<file path="src/rtl/blink_i2c_pkg.sv">
package blink_i2c_pkg;

    localparam int BYTE_W   = 8;
    localparam int PTR_W    = 3;
    localparam int AI_BIT   = 4;

    localparam logic [PTR_W-1:0] REG_INPUT = 3'd0;
    localparam logic [PTR_W-1:0] REG_PSC0  = 3'd1;
    localparam logic [PTR_W-1:0] REG_DUTY0 = 3'd2;
    localparam logic [PTR_W-1:0] REG_PSC1  = 3'd3;
    localparam logic [PTR_W-1:0] REG_DUTY1 = 3'd4;
    localparam logic [PTR_W-1:0] REG_LSEL  = 3'd5;
    localparam logic [PTR_W-1:0] LAST_REG  = REG_LSEL;

    localparam logic [BYTE_W-1:0] PSC_RST  = 8'hFF;
    localparam logic [BYTE_W-1:0] DUTY_RST = 8'h80;
    localparam logic [BYTE_W-1:0] LSEL_RST = 8'h55;

    typedef enum logic [2:0] {
        ST_IDLE,
        ST_ADDR,
        ST_CMD,
        ST_WR,
        ST_RD
    } bus_state_e;

    typedef struct packed {
        logic [BYTE_W-1:0] psc0;
        logic [BYTE_W-1:0] duty0;
        logic [BYTE_W-1:0] psc1;
        logic [BYTE_W-1:0] duty1;
        logic [BYTE_W-1:0] lsel;
    } regs_t;

    function automatic logic [PTR_W-1:0] ptr_step(input logic [PTR_W-1:0] p, input logic ai);
        if (!ai)
            return p;
        if (p >= LAST_REG)
            return '0;
        return p + 1'b1;
    endfunction

endpackage

</file>
<file path="src/rtl/blink_i2c_deglitch.sv">
module blink_i2c_deglitch #(
    parameter int FILT_LEN = 4
) (
    input  logic clk,
    input  logic rst_n,
    input  logic line_i,
    output logic line_o
);
    localparam int CNT_W = $clog2(FILT_LEN + 1);
    localparam logic [CNT_W-1:0] CNT_TOP = CNT_W'(FILT_LEN - 1);

    typedef struct packed {
        logic [1:0]       sync;
        logic [CNT_W-1:0] cnt;
        logic             filt;
    } flt_t;

    flt_t q, n;

    always_comb begin
        n      = q;
        n.sync = {q.sync[0], line_i};
        if (q.sync[1] != q.filt) begin
            if (q.cnt == CNT_TOP) begin
                n.filt = q.sync[1];
                n.cnt  = '0;
            end else begin
                n.cnt = q.cnt + 1'b1;
            end
        end else begin
            n.cnt = '0;
        end
    end

    always_ff @(posedge clk or negedge rst_n) begin
        if (!rst_n)
            q <= '{sync: 2'b11, cnt: '0, filt: 1'b1};
        else
            q <= n;
    end

    assign line_o = q.filt;


    filt_follows_sync_chk: assert property (@(posedge clk) disable iff (!rst_n)
        !$stable(q.filt) |-> (q.filt == $past(q.sync[1])));

endmodule

</file>
<file path="src/rtl/blink_i2c_regs.sv">
module blink_i2c_regs
    import blink_i2c_pkg::*;
#(
    parameter int NUM_PINS = 2
) (
    input  logic                clk,
    input  logic                rst_n,
    input  logic                wr_en,
    input  logic [PTR_W-1:0]    wr_addr,
    input  logic [BYTE_W-1:0]   wr_data,
    input  logic [PTR_W-1:0]    rd_addr,
    input  logic [NUM_PINS-1:0] pins,
    output logic [BYTE_W-1:0]   rd_data,
    output regs_t               regs
);
    localparam int PAD_W = BYTE_W - NUM_PINS;

    regs_t q, n;

    always_comb begin
        n = q;
        if (wr_en) begin
            case (wr_addr)
                REG_PSC0:  n.psc0  = wr_data;
                REG_DUTY0: n.duty0 = wr_data;
                REG_PSC1:  n.psc1  = wr_data;
                REG_DUTY1: n.duty1 = wr_data;
                REG_LSEL:  n.lsel  = wr_data;
                default:   ;
            endcase
        end
    end

    always_ff @(posedge clk or negedge rst_n) begin
        if (!rst_n)
            q <= '{psc0: PSC_RST, duty0: DUTY_RST, psc1: PSC_RST,
                   duty1: DUTY_RST, lsel: LSEL_RST};
        else
            q <= n;
    end

    always_comb begin
        case (rd_addr)
            REG_INPUT: rd_data = {{PAD_W{1'b0}}, pins};
            REG_PSC0:  rd_data = q.psc0;
            REG_DUTY0: rd_data = q.duty0;
            REG_PSC1:  rd_data = q.psc1;
            REG_DUTY1: rd_data = q.duty1;
            REG_LSEL:  rd_data = q.lsel;
            default:   rd_data = '0;
        endcase
    end

    assign regs = q;


    input_write_ignored_chk: assert property (@(posedge clk) disable iff (!rst_n)
        (wr_en && wr_addr == REG_INPUT) |=> $stable(q));


    spare_write_ignored_chk: assert property (@(posedge clk) disable iff (!rst_n)
        (wr_en && wr_addr > LAST_REG) |=> $stable(q));

endmodule

</file>
<file path="src/rtl/blink_i2c_slave.sv">
module blink_i2c_slave
    import blink_i2c_pkg::*;
#(
    parameter int          FILT_LEN    = 4,
    parameter int          NUM_PINS    = 2,
    parameter logic [5:0]  DEV_ADDR_HI = 6'b110000
) (
    input  logic                clk,
    input  logic                rst_n,
    input  logic                scl_i,
    input  logic                sda_i,
    input  logic                addr_sel,
    input  logic [NUM_PINS-1:0] pin_state,
    output logic                sda_pull,
    output logic [7:0]          prescale0,
    output logic [7:0]          duty0,
    output logic [7:0]          prescale1,
    output logic [7:0]          duty1,
    output logic [7:0]          led_mode
);
    localparam int NUM_LINES = 2;
    localparam int LINE_SCL  = 1;
    localparam int LINE_SDA  = 0;

    typedef struct packed {
        bus_state_e        st;
        logic [3:0]        bitcnt;
        logic [BYTE_W-1:0] shreg;
        logic              in_ack;
        logic              rw;
        logic [PTR_W-1:0]  ptr;
        logic              ai;
        logic              drive;
        logic              scl_prev;
        logic              sda_prev;
    } bus_t;

    localparam bus_t BUS_RST = '{st: ST_IDLE, bitcnt: '0, shreg: '0, in_ack: 1'b0,
                                 rw: 1'b0, ptr: '0, ai: 1'b0, drive: 1'b0,
                                 scl_prev: 1'b1, sda_prev: 1'b1};

    logic [NUM_LINES-1:0] raw_lines;
    logic [NUM_LINES-1:0] flt_lines;

    assign raw_lines = {scl_i, sda_i};

    for (genvar g = 0; g < NUM_LINES; g++) begin : g_line
        blink_i2c_deglitch #(.FILT_LEN(FILT_LEN)) u_flt (
            .clk    (clk),
            .rst_n  (rst_n),
            .line_i (raw_lines[g]),
            .line_o (flt_lines[g])
        );
    end

    bus_t q, n;
    logic scl_f, sda_f;
    logic scl_rise, scl_fall, start_ev, stop_ev;
    logic [6:0] dev_addr;
    logic              wr_en;
    logic [BYTE_W-1:0] rd_data;
    regs_t             regs;

    assign scl_f    = flt_lines[LINE_SCL];
    assign sda_f    = flt_lines[LINE_SDA];
    assign scl_rise = scl_f & ~q.scl_prev;
    assign scl_fall = ~scl_f & q.scl_prev;
    assign start_ev = scl_f & q.scl_prev & q.sda_prev & ~sda_f;
    assign stop_ev  = scl_f & q.scl_prev & ~q.sda_prev & sda_f;
    assign dev_addr = {DEV_ADDR_HI, addr_sel};

    always_comb begin
        n          = q;
        wr_en      = 1'b0;
        n.scl_prev = scl_f;
        n.sda_prev = sda_f;
        if (start_ev) begin
            n.st     = ST_ADDR;
            n.bitcnt = '0;
            n.in_ack = 1'b0;
            n.drive  = 1'b0;
        end else if (stop_ev) begin
            n.st     = ST_IDLE;
            n.bitcnt = '0;
            n.in_ack = 1'b0;
            n.drive  = 1'b0;
        end else if (scl_rise) begin
            if ((q.st == ST_ADDR || q.st == ST_CMD || q.st == ST_WR) && !q.in_ack) begin
                n.shreg  = {q.shreg[BYTE_W-2:0], sda_f};
                n.bitcnt = q.bitcnt + 1'b1;
            end else if (q.st == ST_RD && q.in_ack && sda_f) begin
                n.st     = ST_IDLE;
                n.in_ack = 1'b0;
                n.drive  = 1'b0;
            end
        end else if (scl_fall) begin
            case (q.st)
                ST_ADDR, ST_CMD, ST_WR: begin
                    if (!q.in_ack) begin
                        if (q.bitcnt == 4'd8) begin
                            if (q.st == ST_ADDR && q.shreg[7:1] != dev_addr) begin
                                n.st = ST_IDLE;
                            end else begin
                                n.in_ack = 1'b1;
                                n.drive  = 1'b1;
                                if (q.st == ST_ADDR)
                                    n.rw = q.shreg[0];
                                if (q.st == ST_CMD) begin
                                    n.ai  = q.shreg[AI_BIT];
                                    n.ptr = q.shreg[PTR_W-1:0];
                                end
                                if (q.st == ST_WR) begin
                                    wr_en = 1'b1;
                                    n.ptr = ptr_step(q.ptr, q.ai);
                                end
                            end
                        end
                    end else begin
                        n.in_ack = 1'b0;
                        n.drive  = 1'b0;
                        n.bitcnt = '0;
                        if (q.st == ST_ADDR) begin
                            if (q.rw) begin
                                n.st    = ST_RD;
                                n.shreg = rd_data;
                                n.drive = ~rd_data[BYTE_W-1];
                                n.ptr   = ptr_step(q.ptr, q.ai);
                            end else begin
                                n.st = ST_CMD;
                            end
                        end else if (q.st == ST_CMD) begin
                            n.st = ST_WR;
                        end
                    end
                end
                ST_RD: begin
                    if (!q.in_ack) begin
                        n.bitcnt = q.bitcnt + 1'b1;
                        if (q.bitcnt == 4'd7) begin
                            n.in_ack = 1'b1;
                            n.drive  = 1'b0;
                        end else begin
                            n.shreg = {q.shreg[BYTE_W-2:0], 1'b0};
                            n.drive = ~q.shreg[BYTE_W-2];
                        end
                    end else begin
                        n.in_ack = 1'b0;
                        n.bitcnt = '0;
                        n.shreg  = rd_data;
                        n.drive  = ~rd_data[BYTE_W-1];
                        n.ptr    = ptr_step(q.ptr, q.ai);
                    end
                end
                default: ;
            endcase
        end
    end

    always_ff @(posedge clk or negedge rst_n) begin
        if (!rst_n)
            q <= BUS_RST;
        else
            q <= n;
    end

    blink_i2c_regs #(.NUM_PINS(NUM_PINS)) u_regs (
        .clk     (clk),
        .rst_n   (rst_n),
        .wr_en   (wr_en),
        .wr_addr (q.ptr),
        .wr_data (q.shreg),
        .rd_addr (q.ptr),
        .pins    (pin_state),
        .rd_data (rd_data),
        .regs    (regs)
    );

    assign sda_pull  = q.drive;
    assign prescale0 = regs.psc0;
    assign duty0     = regs.duty0;
    assign prescale1 = regs.psc1;
    assign duty1     = regs.duty1;
    assign led_mode  = regs.lsel;


    mismatch_release_chk: assert property (@(posedge clk) disable iff (!rst_n)
        (q.st == ST_ADDR && scl_fall && !q.in_ack && !start_ev && !stop_ev &&
         q.bitcnt == 4'd8 && q.shreg[7:1] != dev_addr) |=> (!sda_pull && q.st == ST_IDLE));


    nack_release_chk: assert property (@(posedge clk) disable iff (!rst_n)
        (q.st == ST_RD && q.in_ack && scl_rise && sda_f && !start_ev && !stop_ev) |=> !sda_pull);


    stop_release_chk: assert property (@(posedge clk) disable iff (!rst_n)
        stop_ev |=> !sda_pull);


    ptr_moves_on_fall_chk: assert property (@(posedge clk) disable iff (!rst_n)
        !$stable(q.ptr) |-> $past(scl_fall));


    ptr_wrap_chk: assert property (@(posedge clk) disable iff (!rst_n)
        (wr_en && q.ai && q.ptr >= LAST_REG) |=> (q.ptr == '0));

endmodule

</file>
<file path="config.mk">
export PLATFORM = sky130hd
export DESIGN_NAME = blink_i2c_slave
export DESIGN_NICKNAME = d
export VERILOG_FILES = /design/src/rtl/blink_i2c_pkg.sv /design/src/rtl/blink_i2c_deglitch.sv /design/src/rtl/blink_i2c_regs.sv /design/src/rtl/blink_i2c_slave.sv
export SDC_FILE = /design/constraint.sdc
export NUM_CORES = 1
export LEC_CHECK = 0
export BUFFER_PORTS_ARGS = -buffer_cell sky130_fd_sc_hd__buf_2
export CAP_MARGIN = 20
export CORE_ASPECT_RATIO = 1.75
export CORE_MARGIN = 3
export CORE_UTILIZATION = 50
export CTS_BUF_LIST = sky130_fd_sc_hd__clkbuf_8
export DETAILED_ROUTE_END_ITERATION = 8
export GPL_ROUTABILITY_DRIVEN = 0
export PLACE_DENSITY = 0.73
export SLEW_MARGIN = 30
export SYNTH_ARGS = -nofsm -noshare
export SYNTH_HDL_FRONTEND = slang
export SYNTH_SLANG_ARGS = --single-unit
</file>
<file path="constraint.sdc">
create_clock -name clk -period 2.35 [get_ports clk]
set_clock_uncertainty 0.2 [all_clocks]
set_input_delay 0.47 -clock clk [delete_from_list [all_inputs] [get_ports clk]]
set_output_delay 0.47 -clock clk [all_outputs]
set_load 0.02 [all_outputs]
</file>
==> impl_results.rst, run 1 <==
.. list-table::
   :header-rows: 1

   * - Metric
     - Value
   * - Remaining number of nets flagged by the antenna check after routing
     - 0
   * - Input/output buffers
     - 47
   * - Setup WS pre-CTS
     - -0.0855 ns
   * - Worst Slack Setup Final
     - -0.00362 ns
   * - Length of the first detailed-routing pass in iterations
     - 5
   * - Least-Margin Pin Slew
     - between 0.4 and 0.5 ns
   * - Max_cap viols
     - 0
   * - Area of the core
     - ~0.0077 mm2
   * - Number of vias per cell
     - 6.11
   * - Area of the die
     - 0.00927 mm2
   * - Average wire length per cell after detail routing
     - about 19 um
   * - Minimum period implied by the final worst setup slack
     - around 2.4 ns
   * - Post-placement cell count
     - between 500 and 600
   * - TritonCTS Buffers
     - 9
   * - First-pass GRT wire length
     - about 17000 um
   * - Internal power consumption
     - between 2 and 2.5 mW
   * - Peak ir drop on the vdd network
     - ~0.6 mV
   * - Half-perimeter wire length of the detailed placement result
     - 7650 um
   * - Worst R2R End
     - q[16]
   * - Leakage
     - roughly 2.4 nW
   * - Sink Count
     - 76
   * - Site Rows
     - 42
   * - Syn_nets
     - between 300 and 400
   * - CTS tree
     - done
   * - Startpoint type of the worst setup path
     - register
   * - Antenna fix cells
     - 0
   * - Status
     - finished with violations
   * - Total DRC errors in the routed layout
     - 0
   * - Number of placed I/O pins
     - 48
   * - Utilization after layout
     - around two thirds
   * - Bufs on Longest Clock Path
     - 2
   * - Number of antenna violations at the first check in global routing
     - 0
   * - Proportion of synthesized chip area in sequential cells
     - about 48%
   * - Reported net switching power
     - between 0.8 and 0.9 mW
   * - Setup TNS Final
     - -0.00362 ns
   * - CP Data Arrival Time
     - ~2.4 ns
   * - Hold depth
     - 0
   * - Area grow syn2layout
     - 23.5%
   * - Largest fanout on the critical path
     - 8
   * - Total Power Consumption
     - 3.05 mW
   * - Storage cell area
     - between 0.0015 and 0.002 mm2
   * - Tot GR Track Use
     - a little under a quarter
   * - Vertical die dimension
     - 125 um
   * - Dominant synthesized flop cell
     - sky130_fd_sc_hd__dfrtp_1
   * - Part of the total power dissipated in sequential elements
     - between 40 and 50%
   * - Final net count
     - 463
   * - RR Startpoint
     - q[1]
   * - Worst hold start
     - g_line[0].u_flt.n[5]
   * - Syn avg cell area
     - around 11 um2
   * - Setup slack of the worst register-to-register path
     - -0.004 ns
   * - Number of fill cells
     - slightly above 600
   * - PD cells
     - a little over 600 mW/mm2
   * - Total setup violations reported at the end of the flow
     - 1
   * - Gate count of the mapped netlist
     - 361
   * - Switching portion of total power
     - around 29%
   * - H-tree lvl count
     - 3
   * - Number of different library cells in the post-synthesis netlist
     - 61
   * - Kind of end point of the critical path
     - register
   * - Relative slew slack
     - 68.4%
   * - Worst hold path class
     - reg -> reg
   * - Crit path kind
     - reg -> reg
   * - Number of synthesized flops with an enable pin
     - 0
   * - Die boundary width
     - approximately 74 um
   * - Gr ovfl total
     - 0
   * - Share of flip-flops with an asynchronous set or reset after synthesis
     - between 90% and 100%
   * - Clock transition at the register clock pins on the worst setup and hold paths after CTS
     - about 0.08 ns
   * - Area after detailed placement
     - approximately 0.0047 mm2
   * - Worst-case reg-to-reg path depth
     - 8
   * - Fmax
     - 425 MHz
   * - Pin count of the biggest net entering global routing
     - between 40 and 50
   * - Synthesized cell area
     - 0.00406 mm2
   * - Area of combinational cells with multiple inputs
     - between 0.002 and 0.0025 mm2
   * - Number of pins exceeding their max-slew limit in the final report
     - 0
   * - Final instance count without filler cells
     - about 540
   * - Via total after detailed routing
     - between 3000 and 4000
   * - Ratio of final minimum period to clock period
     - 100%
   * - Data required, critical path
     - around 2.4 ns
   * - Share of power burned in the clock network
     - 32.2%
   * - Post-route cell area
     - about 0.0050 mm2
   * - End point of the most critical hold path
     - g_line[0].u_flt.q[5]
   * - Initial drt markers
     - between 200 and 250
   * - Root buffer cell
     - sky130_fd_sc_hd__clkbuf_8
   * - Yosys Warn Count
     - 0
   * - WHS
     - approximately 0.16 ns
   * - Violations in the final reports
     - negative setup slack
   * - Count of state elements after synthesis
     - between 70 and 80
   * - Initial core utilization
     - approximately 53%
   * - Combinational share of power
     - 20.3%
   * - Final count of hold timing violations
     - 0
   * - Fraction of final layout cells sized beyond drive strength 1
     - ~48%
   * - Vias in the first global route
     - about 3500
   * - Worst-Skew Late Latency
     - between 0.3 and 0.4 ns
   * - CP startpoint
     - q[1]
   * - Total Wirelength
     - between 10000 and 15000 um
   * - Setup repair after global routing missed its margin
     - true
-- sequential cells by signal (all words and copies together), names as in the netlist --
name	count
u_regs.regs	40
q	23
g_line.u_flt.q	8
g_line.u_flt.line_o	2
g_line.u_flt.n	2
sda_pull	1
-- what timing repair did --
item                                    in CTS  in global routing
pin swaps                                    1                  5
gates resized for setup                      3                 23
hold buffers                                 3                  0
buffers inserted                             0                  3
endpoints found under the hold margin       17                  0
endpoints found under the setup margin      16                 40
-- worst max-delay path, cell delays in order (launching register included) --
cell	delay, ns
sky130_fd_sc_hd__dfstp_2	0.56
sky130_fd_sc_hd__inv_2	0.05
sky130_fd_sc_hd__ha_4	0.18
sky130_fd_sc_hd__buf_6	0.13
sky130_fd_sc_hd__a21oi_2	0.10
sky130_fd_sc_hd__a21oi_1	0.05
sky130_fd_sc_hd__or4_4	0.52
sky130_fd_sc_hd__buf_8	0.16
sky130_fd_sc_hd__mux2_4	0.29
-- how the worst max path moves through the flow --
stage / end / depth (start not counted)
3_5_place_dp: q[21] / 7
3_3_place_gp: q[21] / 7
5_1_grt: q[16] / 8
2_1_floorplan: u_regs.regs[16] / 8
6_report: q[16] / 8
4_1_cts: q[21] / 7
-- kinds of logic (layout without fill, tap and decap cells) --
family,after synthesis,after routing,synth area share (%)
flops,76,76,47.8
mux,59,59,16.4
fa+ha+maj,12,12,3.70
simple gates,86,86,13.0
xor+xnor,5,5,1.08
compound gates,90,90,14.7
buf+inv,33,121,3.33
-- final cells by class --
type                       count  area share, %
sequential                    76           38.8
clock inverter                 6           1.15
timing repair buffer          93           12.9
inverter                      12          0.899
clock buffer                  10           2.75
multi-input combinational    252           41.3
tap                           88           2.20
-- metal layers --
layer / global-route usage (%) / part of all wire, % / up-vias
met1: 26.8 / 37 / 1658
met4: 12.2 / 3.5 / 0
li1: - / - / 1495
met2: 41.9 / 56 / 100
met3: 3.86 / 3.3 / 26
met5: 0 / 0 / -
-- synth_stat cells (all sizes together) (6+ instances only) --
cell / count / area share [%]
nor3b: 7 / 1.5
dfrtp: 46 / 28
inv: 12 / 1.1
a22oi: 6 / 1.1
clkbuf: 11 / 1.0
a21oi: 28 / 3.5
nand2: 17 / 1.6
mux2: 56 / 16
buf: 10 / 1.2
dfstp: 30 / 19
nor2: 18 / 1.7
ha: 12 / 3.7
o21ai: 16 / 2.0
a221oi: 7 / 1.5
nor2b: 9 / 1.4
-- power by group through the flow --
| stage | clock, mW | combinational [mW] | sequential [mW] |
|---|---|---|---|
| floorplan | 0 | 0.344 | 1.47 |
| global placement | 0 | 0.499 | 1.47 |
| detailed placement | 0 | 0.515 | 1.47 |
| CTS | 1.01 | 0.556 | 1.45 |
| global route | 1.05 | 0.673 | 1.46 |
| finish | 0.982 | 0.618 | 1.45 |
-- placed cells by master, fill, tap and decap left out, drive strengths merged, types with 2 or more instances in the layout --
cell | netlist | layout
dlygate4sd3 | 0 | 3
nand4 | 4 | 4
nand2 | 17 | 17
nor4 | 4 | 4
a21oi | 28 | 28
xor2 | 2 | 2
a22oi | 6 | 6
nand2b | 3 | 3
mux2i | 3 | 3
a22o | 3 | 3
a221oi | 7 | 7
buf | 10 | 90
mux2 | 56 | 56
o31ai | 3 | 3
or2 | 2 | 2
dfstp | 30 | 30
a211oi | 4 | 4
inv | 12 | 15
nand3 | 3 | 3
clkbuf | 11 | 10
nor2b | 9 | 9
nor3b | 7 | 7
ha | 12 | 12
or4 | 3 | 3
xnor2 | 3 | 3
dfrtp | 46 | 46
o21bai | 3 | 3
and3 | 3 | 3
nor2 | 18 | 18
a21o | 2 | 2
a32o | 2 | 2
a21boi | 2 | 2
nor3 | 4 | 4
a31oi | 4 | 4
and2 | 3 | 3
nand3b | 2 | 2
o21ai | 16 | 16
(Power assumes the default switching activity.)
==> run 2: changes to the inputs <==
--- a/config.mk
+++ b/config.mk
@@ -17,4 +17,5 @@
 export SLEW_MARGIN = 30
 export SYNTH_ARGS = -nofsm -noshare
 export SYNTH_HDL_FRONTEND = slang
+export SYNTH_HIERARCHICAL = 1
 export SYNTH_SLANG_ARGS = --single-unit
==> run 2 against run 1 <==
The flow still finishes with violations (negative setup slack). Maximum frequency is 4.4% lower. Sequential power increased by 8%. Sequential share of layout area decreased by 2.9 points. Synthesized area increased by 3.7%. Core utilization is 2.2 points higher. Global-route usage decreased by 0.96 points. Register-to-register slack got worse by 0.11 ns. Critical path depth is the same. Worst setup slack got worse by 0.11 ns. Flip-flop and latch count stayed put. Clock power increased by 15%. Critical path type unchanged. Highest routed layer unchanged.
==> impl_results.rst, run 2 <==
.. list-table::
   :header-rows: 1

   * - Metric
     - Value
   * - Input/output buffers
     - 47 (unchanged)
   * - Hold depth
     - 0 (unchanged)
   * - Combinational share of power
     - 33.4% (+13 points)
   * - Leakage
     - 2.52 nW (+5.0%)
   * - Root buffer cell
     - sky130_fd_sc_hd__clkbuf_8
   * - Share of flip-flops with an asynchronous set or reset after synthesis
     - 100% (unchanged)
   * - Pin count of the biggest net entering global routing
     - 50 (+14%)
   * - Reported net switching power
     - 1.32 mW (+52%)
   * - Post-route cell area
     - 0.00541 mm2 (+7.9%)
   * - Number of fill cells
     - 607 (unchanged)
   * - Area of the die
     - 0.00960 mm2 (+3.5%)
   * - Largest register FFs
     - 40 (unchanged)
   * - Syn avg cell area
     - 11.6 um2 (+3.4%)
   * - Initial drt markers
     - 174 (-28%)
   * - Startpoint type of the worst setup path
     - register
   * - Cell type with the largest total area after synthesis
     - sky130_fd_sc_hd__dfrtp_1
   * - Worst-Skew Late Latency
     - 0.36 ns (about the same)
   * - Final count of hold timing violations
     - 0 (unchanged)
   * - Number of vias per cell
     - 5.99 (-1.9%)
   * - Total setup violations reported at the end of the flow
     - 44 (+43)
   * - WHS
     - 0.161 ns (+0.00429 ns)
   * - Fraction of synthesized cell area taken by the top area cell type
     - 27.4% (-1.0 points)
   * - Worst hold path class
     - reg -> reg
   * - Worst-case reg-to-reg path depth
     - 8 (unchanged)
   * - Number of cells on the critical path
     - 8 (unchanged)
   * - Clock transition at the register clock pins on the worst setup and hold paths after CTS
     - 0.08 ns (about the same)
   * - Switching portion of total power
     - 32.7% (+4.2 points)
   * - Minimum period implied by the final worst setup slack
     - 2.46 ns (+0.108 ns)
   * - Count of state elements after synthesis
     - 76 (unchanged)
   * - Total Wirelength
     - 10700 um (+2.3%)
   * - Ordered cell list for the critical path
     - ha_1 > nor2b_4 > a21bo_4 > nor4_4 > buf_4 > and4bb_1 > buf_4 > mux2_4
   * - Bufs on Longest Clock Path
     - 2 (unchanged)
   * - Syn_nets
     - 378 (-0.53%)
   * - Final net count
     - 482 (+4.1%)
   * - Average wire length per cell after detail routing
     - 19.0 um (-2.1%)
   * - First-pass GRT wire length
     - 16700 um (-2.1%)
   * - Peak ir drop on the vdd network
     - 0.476 mV (-19%)
   * - Area after detailed placement
     - 0.00498 mm2 (+6.5%)
   * - Number of different library cells in the post-synthesis netlist
     - 67 (+9.8%)
   * - Proportion of synthesized chip area in sequential cells
     - 46.1% (-1.7 points)
   * - Number of synthesized flops with an enable pin
     - 0 (unchanged)
   * - Setup repair after global routing missed its margin
     - true
   * - Number of pins exceeding their max-slew limit in the final report
     - 0 (unchanged)
   * - Yosys Warn Count
     - 6 (+6)
   * - H-tree lvl count
     - 3 (unchanged)
   * - Worst Slack Setup Final
     - -0.111 ns (-0.108 ns)
   * - Ratio of final minimum period to clock period
     - 105% (+4.6 points)
   * - Final instance count without filler cells
     - 561 (+4.5%)
   * - Ranking of synthesized cells by instance count
     - 46 x sky130_fd_sc_hd__dfrtp_1, 43 x sky130_fd_sc_hd__mux2_2, 30 x sky130_fd_sc_hd__dfstp_2
   * - Antenna fix cells
     - 0 (unchanged)
   * - Crit path kind
     - reg -> reg
   * - Relative slew slack
     - 58.4% (-9.9 points)
   * - Area of the core
     - 0.00807 mm2 (+4.5%)
   * - Tot GR Track Use
     - 22.9% (-0.96 points)
   * - Sink Count
     - 76 (unchanged)
   * - CP delay by family, top
     - flip-flops
   * - Gr ovfl total
     - 0 (unchanged)
   * - Worst Path Buf+Inv
     - 2 (-1)
   * - Number of antenna violations at the first check in global routing
     - 0 (unchanged)
   * - CP Data Arrival Time
     - 2.51 ns (+0.12 ns)
   * - Highest-count cells in the layout ignoring fill and taps
     - 46 x sky130_fd_sc_hd__dfrtp_1, 46 x sky130_fd_sc_hd__buf_2, 46 x sky130_fd_sc_hd__buf_4, 31 x sky130_fd_sc_hd__mux2_4, 30 x sky130_fd_sc_hd__dfstp_2
   * - Kind of end point of the critical path
     - register
   * - Gate count of the mapped netlist
     - 362 (+0.28%)
   * - Vias in the first global route
     - 3417 (-1.2%)
   * - Via total after detailed routing
     - 3360 (+2.5%)
   * - Initial core utilization
     - 52.1% (-0.37 points)
   * - CTS tree
     - done
   * - Share of power burned in the clock network
     - 28.1% (-4.1 points)
   * - Violations in the final reports
     - negative setup slack
   * - Least-Margin Pin Slew
     - 0.624 ns (+0.154 ns)
   * - TritonCTS Buffers
     - 9 (unchanged)
   * - Synthesized cell area
     - 0.00421 mm2 (+3.7%)
   * - Status
     - finished with violations
   * - Part of the total power dissipated in sequential elements
     - 38.5% (-9.1 points)
   * - Fraction of final layout cells sized beyond drive strength 1
     - 49.0% (+1.2 points)
   * - Max_cap viols
     - 0 (unchanged)
   * - Die boundary width
     - 75.3 um (+1.7%)
   * - Length of the first detailed-routing pass in iterations
     - 4 (-1)
   * - Cell with the most instances after synthesis
     - sky130_fd_sc_hd__dfrtp_1
   * - Half-perimeter wire length of the detailed placement result
     - 7800 um (+1.9%)
   * - Largest fanout on the critical path
     - 4 (-4)
   * - Remaining number of nets flagged by the antenna check after routing
     - 0 (unchanged)
   * - Post-placement cell count
     - 536 (+4.1%)
   * - Fmax
     - 406 MHz (-4.4%)
   * - Synth top area cells
     - sky130_fd_sc_hd__dfrtp_1 27%, sky130_fd_sc_hd__dfstp_2 19%, sky130_fd_sc_hd__mux2_2 12%
   * - Cell occurring most often along the worst timing path
     - sky130_fd_sc_hd__buf_4
   * - Peak per-stage delay on the critical path
     - 0.57 ns (about the same)
   * - Total DRC errors in the routed layout
     - 0 (unchanged)
   * - PD cells
     - 748 mW/mm2 (+23%)
   * - Internal power consumption
     - 2.72 mW (+25%)
   * - Data required, critical path
     - 2.39 ns (about the same)
   * - Vertical die dimension
     - 127 um (+1.8%)
   * - Area grow syn2layout
     - 28.5%
   * - Site Rows
     - 43 (+2.4%)
   * - Number of placed I/O pins
     - 48 (unchanged)
   * - Dominant synthesized flop cell
     - sky130_fd_sc_hd__dfrtp_1
   * - Crit path max-delay cell type
     - sky130_fd_sc_hd__dfstp_2
[run 2: cell types whose count changed after synthesis, moves of 5 or more]
cell                       before  now
sky130_fd_sc_hd__a21oi_1       28   15
sky130_fd_sc_hd__nand2_1       17   26
sky130_fd_sc_hd__mux2i_1        3   10
sky130_fd_sc_hd__a221oi_1       7    2
sky130_fd_sc_hd__mux2_1         1   10
sky130_fd_sc_hd__nand3_1        3   11
sky130_fd_sc_hd__mux2_2        54   43
sky130_fd_sc_hd__mux2_4         1    8
sky130_fd_sc_hd__clkbuf_1      11    5
[run 2: what timing repair did]
item	4_1_cts	5_1_grt
cloned	0	0
endpoints found under the setup margin	45	60
hold buffers	3	0
resized for setup	7	17
endpoints found under the hold margin	28	0
setup buffers	2	4
pin swaps	3	8
[run 2: path summary, 6_finish.rpt]
kind,startpoint,end,slack [ns]
max,q[1],u_regs/regs[26],-0.11
min,g_line[1].u_flt/n[5],g_line[1].u_flt/q[5],0.16
max reg2reg,q[1],u_regs/regs[26],-0.11
min reg2reg,g_line[1].u_flt/n[5],g_line[1].u_flt/q[5],0.16
max in group asynchronous,rst_n,g_line[0].u_flt/q[5],0.87
min in group asynchronous,rst_n,u_regs/regs[12],0.47
[run 2: layout make-up]
cell class | instances | area [um2] | share of cell area (%)
well taps | 90 | 113 | 2.08
multi-input cells | 261 | 2310 | 42.7
clock inverters | 5 | 76.3 | 1.41
clock buffers | 11 | 151 | 2.80
flip-flops and latches | 76 | 1940 | 35.9
repair buffers | 107 | 776 | 14.3
inverters | 11 | 41.3 | 0.764
[run 2: power by group through the flow]
stage	clock, mW	sequential [mW]	combinational, mW
5_1_grt	1.22	1.57	1.45
4_1_cts	1.16	1.55	1.27
2_1_floorplan	0	1.59	0.768
3_3_place_gp	0	1.57	1.20
6_report	1.13	1.56	1.35
3_5_place_dp	0	1.58	1.23
[run 2: cells by family (layout without fill, tap and decap cells)]
| logic type | after synthesis | count (layout) | synth area share (%) |
|---|---|---|---|
| simple gates | 103 | 103 | 14.8 |
| flops | 76 | 76 | 46.1 |
| compound gates | 74 | 74 | 13.3 |
| mux | 71 | 71 | 19.4 |
| buf+inv | 25 | 134 | 2.94 |
| fa+ha+maj | 9 | 9 | 2.68 |
| xor+xnor | 4 | 4 | 0.833 |
[run 2: stage by stage]
| step | setup TNS, ns | util, % | setup slack, ns | power (mW) |
|---|---|---|---|---|
| after floorplan | -7.23 | - | -0.416 | 2.36 |
| final | -2.91 | 67.0 | -0.111 | 4.04 |
| after global placement | -3.41 | 61.7 | -0.154 | 2.77 |
| after CTS | -2.32 | 65.4 | -0.118 | 3.98 |
| after detailed placement | -5.98 | 61.7 | -0.217 | 2.80 |
| after global routing | -7.33 | 67.0 | -0.208 | 4.24 |
[run 2: routing by layer]
metal,share of wire (%),vias up,GRT usage (%),routed length [um]
met1,38,1679,24.2,4030
met3,3.3,31,3.70,353
met2,55,98,40.7,5820
li1,-,1552,-,-
met5,0,-,0,0
met4,4.3,0,13.7,457
